$ cat src/rtl/spi_rsync_pkg.sv
package spi_rsync_pkg;

    parameter int unsigned BYTE_W = 8;
    localparam int unsigned BIT_CNT_W = $clog2(BYTE_W);

    typedef enum logic {
        TAG_DATA = 1'b0,
        TAG_CMD  = 1'b1
    } byte_tag_e;

    typedef struct packed {
        logic [BYTE_W-1:0] value;
        byte_tag_e         tag;
    } rx_word_t;

    typedef struct packed {
        logic cs_n;
        logic sck;
        logic mosi;
    } host_pins_t;

    localparam host_pins_t PINS_IDLE = '{cs_n: 1'b1, sck: 1'b0, mosi: 1'b0};

    function automatic logic went_high(input logic now_v, input logic prev_v);
        return now_v & ~prev_v;
    endfunction

    function automatic logic went_low(input logic now_v, input logic prev_v);
        return ~now_v & prev_v;
    endfunction

endpackage

$ cat src/rtl/spr_sync.sv
module spr_sync
    import spi_rsync_pkg::*;
#(
    parameter int unsigned WIDTH = 3,
    parameter logic [WIDTH-1:0] IDLE = '0
) (
    input  logic             clk,
    input  logic             rst,
    input  logic [WIDTH-1:0] raw_in,
    output logic [WIDTH-1:0] now_q,
    output logic [WIDTH-1:0] prev_q
);

    logic [WIDTH-1:0] meta_q;

    for (genvar g = 0; g < WIDTH; g++) begin : g_bit
        always_ff @(posedge clk) begin
            if (rst) begin
                meta_q[g] <= IDLE[g];
                now_q[g]  <= IDLE[g];
                prev_q[g] <= IDLE[g];
            end else begin
                meta_q[g] <= raw_in[g];
                now_q[g]  <= meta_q[g];
                prev_q[g] <= now_q[g];
            end
        end
    end

endmodule

$ cat src/rtl/spr_framer.sv
module spr_framer
    import spi_rsync_pkg::*;
#(
    parameter int unsigned MIN_CS_CYC = 2,
    parameter int unsigned CNT_W      = 8
) (
    input  logic clk,
    input  logic rst,
    input  logic cs_now,
    input  logic cs_prev,
    input  logic sck_now,
    input  logic sck_prev,
    input  logic byte_done,
    output logic frame_live,
    output logic sck_rise,
    output logic sck_fall,
    output logic first_byte,
    output logic reset_hit
);

    localparam int unsigned LO_W = $clog2(MIN_CS_CYC + 1);
    localparam logic [LO_W-1:0] LO_MAX = LO_W'(MIN_CS_CYC);
    localparam logic [LO_W-1:0] LO_ARM = LO_W'(MIN_CS_CYC - 1);
    localparam logic [CNT_W-1:0] CNT_MAX = '1;

    logic [LO_W-1:0]  lo_cnt;
    logic [CNT_W-1:0] byte_cnt;
    logic             edge_seen;
    logic             released;

    assign frame_live = ~cs_now && (lo_cnt >= LO_ARM);
    assign sck_rise   = frame_live && went_high(sck_now, sck_prev);
    assign sck_fall   = frame_live && went_low(sck_now, sck_prev);
    assign released   = went_high(cs_now, cs_prev);
    assign reset_hit  = released && (lo_cnt >= LO_MAX) && !edge_seen;
    assign first_byte = (byte_cnt == '0);

    always_ff @(posedge clk) begin
        if (rst) begin
            lo_cnt    <= '0;
            edge_seen <= 1'b0;
            byte_cnt  <= '0;
        end else begin
            if (cs_now)
                lo_cnt <= '0;
            else if (lo_cnt != LO_MAX)
                lo_cnt <= lo_cnt + 1'b1;

            if (cs_now)
                edge_seen <= 1'b0;
            else if (sck_rise)
                edge_seen <= 1'b1;

            if (reset_hit)
                byte_cnt <= '0;
            else if (byte_done && byte_cnt != CNT_MAX)
                byte_cnt <= byte_cnt + 1'b1;
        end
    end

    // the counter only returns to zero through a resync frame
    p_clear_by_frame_r6: assert property (@(posedge clk) disable iff (rst)
        ($past(byte_cnt) != '0 && byte_cnt == '0) |-> $past(reset_hit));

endmodule

$ cat src/rtl/spr_shifter.sv
module spr_shifter
    import spi_rsync_pkg::*;
(
    input  logic              clk,
    input  logic              rst,
    input  logic              cs_now,
    input  logic              sck_now,
    input  logic              sck_rise,
    input  logic              sck_fall,
    input  logic              mosi_now,
    input  logic [BYTE_W-1:0] tx_byte,
    output logic              byte_done,
    output logic [BYTE_W-1:0] rx_assembled,
    output logic              tx_msb
);

    localparam logic [BIT_CNT_W-1:0] LAST_BIT = BIT_CNT_W'(BYTE_W - 1);

    logic [BIT_CNT_W-1:0] bit_cnt;
    logic [BYTE_W-1:0]    rx_sh;
    logic [BYTE_W-1:0]    tx_sh;

    assign byte_done    = sck_rise && (bit_cnt == LAST_BIT);
    assign rx_assembled = {rx_sh[BYTE_W-2:0], mosi_now};
    assign tx_msb       = tx_sh[BYTE_W-1];

    always_ff @(posedge clk) begin
        if (rst) begin
            bit_cnt <= '0;
            rx_sh   <= '0;
            tx_sh   <= '0;
        end else begin
            if (sck_fall && bit_cnt != '0)
                tx_sh <= {tx_sh[BYTE_W-2:0], 1'b0};
            else if (bit_cnt == '0 && !sck_now)
                tx_sh <= tx_byte;

            if (cs_now) begin
                bit_cnt <= '0;
                rx_sh   <= '0;
            end else if (sck_rise) begin
                bit_cnt <= byte_done ? '0 : bit_cnt + 1'b1;
                rx_sh   <= rx_assembled;
            end
        end
    end

    // once a bit of the byte is clocked, the transmit shifter moves only on falling edges
    p_tx_frozen_r9: assert property (@(posedge clk) disable iff (rst)
        (bit_cnt != '0 && !sck_fall && !cs_now) |=> $stable(tx_sh));

endmodule

$ cat src/rtl/spi_resync_slave.sv
module spi_resync_slave
    import spi_rsync_pkg::*;
#(
    parameter int unsigned MIN_CS_CYC = 2,
    parameter int unsigned CNT_W      = 8
) (
    input  logic              clk,
    input  logic              rst,
    input  logic              host_cs_n,
    input  logic              host_sck,
    input  logic              host_mosi,
    output logic              host_miso,
    input  logic [BYTE_W-1:0] tx_byte,
    output logic              rx_valid,
    output logic [BYTE_W-1:0] rx_byte,
    output logic              rx_is_cmd
);

    host_pins_t pins_raw, pins_now, pins_prev;
    logic frame_live, sck_rise, sck_fall, first_byte, reset_hit;
    logic byte_done, tx_msb;
    logic [BYTE_W-1:0] rx_assembled;
    rx_word_t out_q;
    logic valid_q;

    assign pins_raw = '{cs_n: host_cs_n, sck: host_sck, mosi: host_mosi};

    spr_sync #(.WIDTH(3), .IDLE(PINS_IDLE)) u_sync (
        .clk    (clk),
        .rst    (rst),
        .raw_in (pins_raw),
        .now_q  (pins_now),
        .prev_q (pins_prev)
    );

    spr_framer #(.MIN_CS_CYC(MIN_CS_CYC), .CNT_W(CNT_W)) u_framer (
        .clk        (clk),
        .rst        (rst),
        .cs_now     (pins_now.cs_n),
        .cs_prev    (pins_prev.cs_n),
        .sck_now    (pins_now.sck),
        .sck_prev   (pins_prev.sck),
        .byte_done  (byte_done),
        .frame_live (frame_live),
        .sck_rise   (sck_rise),
        .sck_fall   (sck_fall),
        .first_byte (first_byte),
        .reset_hit  (reset_hit)
    );

    spr_shifter u_shift (
        .clk          (clk),
        .rst          (rst),
        .cs_now       (pins_now.cs_n),
        .sck_now      (pins_now.sck),
        .sck_rise     (sck_rise),
        .sck_fall     (sck_fall),
        .mosi_now     (pins_now.mosi),
        .tx_byte      (tx_byte),
        .byte_done    (byte_done),
        .rx_assembled (rx_assembled),
        .tx_msb       (tx_msb)
    );

    always_ff @(posedge clk) begin
        if (rst) begin
            valid_q <= 1'b0;
            out_q   <= '{value: '0, tag: TAG_DATA};
        end else begin
            valid_q <= byte_done;
            if (byte_done)
                out_q <= '{value: rx_assembled, tag: first_byte ? TAG_CMD : TAG_DATA};
        end
    end

    assign rx_valid  = valid_q;
    assign rx_byte   = out_q.value;
    assign rx_is_cmd = (out_q.tag == TAG_CMD);
    assign host_miso = ~pins_now.cs_n & tx_msb;

    // a completed byte is strobed for a single cycle
    p_valid_pulse_r2: assert property (@(posedge clk) disable iff (rst)
        rx_valid |=> !rx_valid);

    // a byte can only come out of a qualified frame
    p_valid_in_frame_r7: assert property (@(posedge clk) disable iff (rst)
        rx_valid |-> $past(frame_live));

    // releasing chip-select never completes a byte
    p_no_byte_on_release_r8: assert property (@(posedge clk) disable iff (rst)
        (pins_now.cs_n && !pins_prev.cs_n) |=> !rx_valid);

endmodule

$ cat config.mk
export PLATFORM = sky130hd
export DESIGN_NAME = spi_resync_slave
export DESIGN_NICKNAME = d
export VERILOG_FILES = /design/src/rtl/spi_rsync_pkg.sv /design/src/rtl/spr_sync.sv /design/src/rtl/spr_framer.sv /design/src/rtl/spr_shifter.sv /design/src/rtl/spi_resync_slave.sv
export SDC_FILE = /design/constraint.sdc
export NUM_CORES = 1
export LEC_CHECK = 0
export ABC_AREA = 1
export CELL_PAD_IN_SITES_DETAIL_PLACEMENT = 1
export CELL_PAD_IN_SITES_GLOBAL_PLACEMENT = 1
export CORE_MARGIN = 2
export CORE_UTILIZATION = 30
export CTS_BUF_LIST = sky130_fd_sc_hd__clkbuf_2 sky130_fd_sc_hd__clkbuf_4 sky130_fd_sc_hd__clkbuf_8
export DETAILED_ROUTE_END_ITERATION = 10
export PLACE_DENSITY = 0.71
export SYNTH_ARGS = -nofsm -noshare
export SYNTH_HDL_FRONTEND = slang
export SYNTH_SLANG_ARGS = --single-unit
$ cat constraint.sdc
create_clock -name clk -period 1.9 [get_ports clk]
set_input_delay 0.38 -clock clk [delete_from_list [all_inputs] [get_ports clk]]
set_output_delay 0.38 -clock clk [all_outputs]
set_load 0.05 [all_outputs]
==> results of run 1 <==
registers in the layout (all words and copies together) (netlist names):
register,count
rx_is_cmd,1
u_sync.meta_q,3
u_framer.lo_cnt,2
u_sync.prev_q,2
u_shift.rx_sh,7
rx_valid,1
u_shift.bit_cnt,3
u_shift.tx_sh,8
u_framer.byte_cnt,8
u_sync.now_q,3
rx_byte,8
u_framer.edge_seen,1
cells by family after synthesis:
logic type,after synthesis,synth area share
xor gates and xnor gates,1,0.004290
DFF,47,0.4608
buffers and inverters,46,0.09130
AOI/OAI and AO/OA,49,0.1268
and+or+nand+nor,122,0.2739
adders and majority gates,7,0.04289
routing by layer:
metal  vias up  track usage  wire length (um)
li1        914            -                 -
met1       801       0.1700              2241
met2        26       0.2161              2123
met3         7      0.02667               136
met4         0      0.04688                58
met5         -            0                 0
tightest hold or removal path: stages, from the launching register on:
cell and delay (ns):
dfxtp_1 0.31, inv_1 0.04, nor2_1 0.03
placed cells by master, fill, tap and decap left out, drive strengths merged:
cell type,count
nand2,49
nor2,48
dfxtp,47
inv,41
a21oi,22
o21ai,21
clkdlybuf4s50,21
nand3,17
ha,7
clkbuf,7
buf,5
a211oi,4
nand4,3
nor3,3
or2,2
a31oi,1
o21bai,1
xor2,1
clkinvlp,1
area by class of cell:
type                            instances  area share
Sequential cell                        47      0.3823
Multi-Input combinational cell        179      0.3716
Timing Repair Buffer                   26      0.1007
Inverter                               41     0.06253
Tap cell                               80     0.04067
Clock buffer                            7     0.03915
Clock inverter                          1    0.003050
worst min-delay path by stage:
stage,endpoint,slack (ns)
after floorplan,u_sync.now_q[0]$_SDFF_PP0_,0.39
after global placement,u_sync.now_q[2]$_SDFF_PP1_,0.39
after detailed placement,u_sync.now_q[1]$_SDFF_PP0_,0.40
after CTS,u_sync.now_q[0]$_SDFF_PP0_,0.41
after global routing,u_sync.now_q[0]$_SDFF_PP0_,0.44
final,u_sync.now_q[0]$_SDFF_PP0_,0.41
power groups by stage:
stage	combinational, uW	clock [uW]	sequential (uW)
floorplan	49.7	0	1030
global placement	90.1	0	1030
detailed placement	92.3	0	1030
CTS	92.7	690	1010
global route	104	735	1010
finish	90.4	666	1010
through the flow:
step / hold slack [ns] / total power [uW] / utilization / std cells / area, um^2
after global routing: 0.4438 / 1850 / 0.3684 / 381 / 2461
after global placement: 0.3913 / 1122 / 0.3528 / 373 / 2357
after floorplan: 0.3883 / 1080 / - / 272 / 2042
after detailed placement: 0.3970 / 1125 / 0.3528 / 373 / 2357
after CTS: 0.4109 / 1792 / 0.3684 / 381 / 2461
final: 0.4064 / 1765 / 0.3684 / 381 / 2461
==> results.cfg, run 1 <==
[min_path]
worstHoldPathCells = 2
worst_hold_path_type = flip-flop to flip-flop
hold_path.startpoint = u_sync.meta_q[0]$_SDFF_PP0_

[layout]
post_route_cells_drive_above_1_share = 0.08970
final_antenna_diode_count = 0
layout.area.seq_um2 = 940.9
final_net_count = 320
fillers = 843
multi_input_area_um2 = 914.6
layout-area-overhead-vs-synth_pct = 20.53

[flow_run]
cap_viol_max_count = 0

[detailed_routing]
post_drt_via_cell_ratio = 4.588
drt-pass1-iter-count = 4
drc = 0
drt_iter0_drc = 35
route.antenna.remaining_nets = 0
vias = 1748
wl_final_mm = 4.559
wl_per_cell_um = 11.97

[critical_path]
timing.critical_path.slowest_stage_cell = clkdlybuf4s50_1
cp-end-kind = output pin
critical_path_capture_point = rx_byte[3]
rr_worst_depth = 7
critical_path_peak_fanout = 2
worst_path_dominant_cell_family = buffers and inverters
worst-path-buf-inv = 1
critical_path.reg2reg.endpoint = rx_is_cmd$_SDFFE_PP0P_
ff_to_ff_setup_slack_ns = 0.25
crit-reg2reg-launch = u_framer.lo_cnt[0]$_SDFFE_PP0N_
critical_path.cell_chain = clkdlybuf4s50_1
critical_path_required_ns = 1.52
depth_of_the_critical_timing_path_with_buffers_and_inverters_included = 1
critical_path.startpoint = rx_byte[3]$_SDFFE_PP0P_
critPathMaxStageDelay_ns = 0.80
worstSetupStartpointType = flip-flop
path_class = flip-flop to output pin
worst_ep_arrival_time_ns = 1.46

[clock_network]
clock-root-buffer = clkbuf_8
cts.path.max_buffers = 2
cts_hold_repair.buffers = 0
clk_latency_ns = 0.30
cts.htree.levels = 2
cts_made_buffers = 5
postCtsResizedCells = 0
post_cts_repair_setup_buffers = 0
cts_num_sinks = 47
cts.clk_slew.worst_paths_ns = 0.09
cts_tree = yes

[power_and_ir_drop]
peakVddDrop_v = 0.0003053
switching_power_uw = 388.1
combPwrFrac = 0.051
power_report.internal_total_uw = 1377
clock_power_share = 0.377
power.leakage_uw = 0.001009
sequentialPowerShare = 0.572
p_sw_frac = 0.2199
p_per_area_nw_per_um2 = 717.1

[synthesis]
synth_seq_cells = 47
syn_inst = 272
synth_most_common_cell = dfxtp_1
syn-mean-instance-area_um2 = 7.507
post-synth-top-area-fraction = 0.4608
synth_largest_area_cell = dfxtp_1
syn_nets = 292
synth_seq_area_share = 0.4608
share_of_synthesized_flip_flops_with_an_asynchronous_set_or_reset = 0
synth.cell_area_um2 = 2042
synth_edf_count = 0
post_synth_most_frequent_cells = 47 x dfxtp_1, 46 x nand2_1, 45 x nor2_1
postSynth.topFlopCell = dfxtp_1
yosysUniqueCellTypes = 26
synth_top_cells_by_area = dfxtp_1 46%, nand2_1 8.5%, nor2_1 8.3%, inv_1 7.2%, a21oi_1 5.4%
yosys_warnings = 0

[global_routing]
number_of_global_route_vias_before_repair = 1712
grt_start_max_net_pins = 16
antenna_found_initial = 0
track_usage = 0.1311
global_route_wire_length_before_repair_mm = 7.728
grt_overflow = 0

[run_status]
outcome = complete, no violations

[floorplan]
io-pin-count = 24
die_area_um2 = 7482
die_x_um = 86.50
effective_utilization_at_floorplan = 0.3056
die_height_um = 86.50
fp-row-count = 30
core_footprint_um2 = 6681

[sta]
maxSlewHeadroom = 0.6702
final_hold_viol_count = 0
final_period_minus_worst_setup_slack_ns = 1.839
final_max_slew_viol_count = 0
finalClockSkew_ns = 0.01504
timing.final.ws_setup_ns = 0.06074
tns_ns = 0
period_share = 0.9680
rsz_0062_raised_after_global_routing = no
worst_slew_pin_slew_ns = 0.4931
timing.fmax_mhz = 543.7
final-setup-viol-count = 0

[placed_design]
place_congestion = 0.7481
detailed_place_hpwl_mm = 3.466
place_ws_ns = 0.2054
buffer_ports.inserted = 23
Note: power is estimated with default switching activity, not from simulation.
==> run 2, diff against run 1 <==
CELL_PAD_IN_SITES_DETAIL_PLACEMENT = default   (was 1)
CELL_PAD_IN_SITES_GLOBAL_PLACEMENT = default   (was 1)
CTS_CLUSTER_DIAMETER = 60   (was default)
PLACE_DENSITY = 0.58   (was 0.71)
==> run 2 against run 1 <==
Critical path depth stayed put. Die area unchanged. Largest power group unchanged. Wire length decreased by 15%. Count of clock-buffer cells in the layout stayed put. Cell count stayed put. Sequential cell count stayed put. Clock power decreased by 2%. Setup slack better by 0.013 ns.
==> results.cfg, run 2 (synthesis results as in run 1) <==
[detailed_routing]
drc = 0
vias = 1674
wl_per_cell_um = 10.22
route.antenna.remaining_nets = 0
post_drt_via_cell_ratio = 4.394
drt_iter0_drc = 65
wl_final_mm = 3.892
drt-pass1-iter-count = 4

[placed_design]
detailed_place_hpwl_mm = 2.909
postPlaceCellArea_um2 = 2355
buffer_ports.inserted = 23
dp_cells = 373
place_congestion = 0.7804

[layout]
fin_cells = 381
final_net_count = 320
layout-area-overhead-vs-synth_pct = 20.16
most-common-layout-cells = 47 x dfxtp_1, 46 x nand2_1, 45 x nor2_1
layout.cells.most_common = dfxtp_1
final_antenna_diode_count = 0
post_route_cells_drive_above_1_share = 0.09302
stdcell_area_um2 = 2454
fillers = 720

[floorplan]
fp-row-count = 30
die_area_um2 = 7482
io-pin-count = 24
die_x_um = 86.50
effective_utilization_at_floorplan = 0.3056
die_height_um = 86.50
core_footprint_um2 = 6681

[sta]
final_max_slew_viol_count = 0
final_hold_viol_count = 0
final-setup-viol-count = 0
period_share = 0.9613
rsz_0062_raised_after_global_routing = no
maxSlewHeadroom = 0.6639
worst_slew_pin_slew_ns = 0.5025
finalClockSkew_ns = 0.009766
timing.fmax_mhz = 547.5
tns_ns = 0
final_period_minus_worst_setup_slack_ns = 1.827

[critical_path]
timing.critical_path.slowest_stage_cell = clkdlybuf4s50_1
critical_path.cell_chain = clkdlybuf4s50_1
critPathMaxStageDelay_ns = 0.81
path_class = flip-flop to output pin
worst-path-buf-inv = 1
worst_path_dominant_cell_family = buffers and inverters
critical_path_required_ns = 1.52
ff_to_ff_setup_slack_ns = 0.28
worstSetupStartpointType = flip-flop
worst_ep_arrival_time_ns = 1.45
cp-end-kind = output pin
critical_path_peak_fanout = 2

[clock_network]
cts.path.max_buffers = 2
cts_num_sinks = 47
cts_hold_repair.buffers = 0
cts.clk_slew.worst_paths_ns = 0.09
clk_latency_ns = 0.30
cts_made_buffers = 5
post_cts_repair_setup_buffers = 0
cts.htree.levels = 2
clock-root-buffer = clkbuf_8
cts_tree = yes
postCtsResizedCells = 0

[global_routing]
track_usage = 0.1124
grt_start_max_net_pins = 16
number_of_global_route_vias_before_repair = 1553
grt_overflow = 0
global_route_wire_length_before_repair_mm = 6.810
antenna_found_initial = 0

[run_status]
outcome = complete, no violations

[power_and_ir_drop]
p_per_area_nw_per_um2 = 711.9
power.leakage_uw = 0.001013
peakVddDrop_v = 0.0002901

[flow_run]
cap_viol_max_count = 0

[min_path]
worst_hold_path_type = flip-flop to flip-flop
run 2: cell count changes in the layout (fill, tap and decap cells not counted):
| cell | previous run | this run |
|---|---|---|
| clkinvlp_4 | 1 | 0 |
| buf_4 | 5 | 6 |
| clkbuf_4 | 0 | 1 |
| clkdlybuf4s50_1 | 21 | 20 |
| clkbuf_8 | 7 | 6 |
| clkinv_4 | 0 | 1 |
run 2: routing by layer:
layer,GRT usage,up-vias,part of all wire
met5,0,-,0
met4,0.03409,0,0.012
met3,0.03429,5,0.043
met2,0.1797,27,0.44
met1,0.1459,728,0.51
li1,-,914,-
run 2: through the flow:
step                      worst slack (ns)  utilization  hold slack, ns  power, uW
after floorplan                     0.5160            -          0.3883       1080
after global placement              0.1119       0.3524          0.3925       1121
after detailed placement            0.1292       0.3524          0.3953       1122
after CTS                          0.06215       0.3672          0.4070       1769
after global routing              0.009229       0.3672          0.4354       1830
final                              0.07345       0.3672          0.4045       1747
run 2: power breakdown:
part | leakage [uW] | switching [uW] | internal (uW)
Combinational | 0.000579 | 45.5 | 43.1
Clock | 0.0000519 | 337 | 313
Sequential | 0.000382 | 6.07 | 1000
Total | 0.00101 | 388 | 1360
run 2: path summary, 6_finish.rpt:
check	end	from	cells after the start
max	rx_is_cmd	rx_is_cmd$_SDFFE_PP0P_	1
min	u_sync.now_q[0]$_SDFF_PP0_	u_sync.meta_q[0]$_SDFF_PP0_	2
max reg2reg	rx_is_cmd$_SDFFE_PP0P_	u_framer.lo_cnt[0]$_SDFFE_PP0N_	7
min reg2reg	u_sync.now_q[0]$_SDFF_PP0_	u_sync.meta_q[0]$_SDFF_PP0_	2
run 2: area by class of cell:
class | count | area (um^2) | share of cell area
well taps | 80 | 100.1 | 0.04080
multi-input cells | 179 | 914.6 | 0.3728
flip-flops and latches | 47 | 940.9 | 0.3835
clock inverters | 1 | 8.758 | 0.003570
clock buffers | 7 | 90.09 | 0.03672
inverters | 41 | 153.9 | 0.06272
repair buffers | 26 | 245.2 | 0.09995
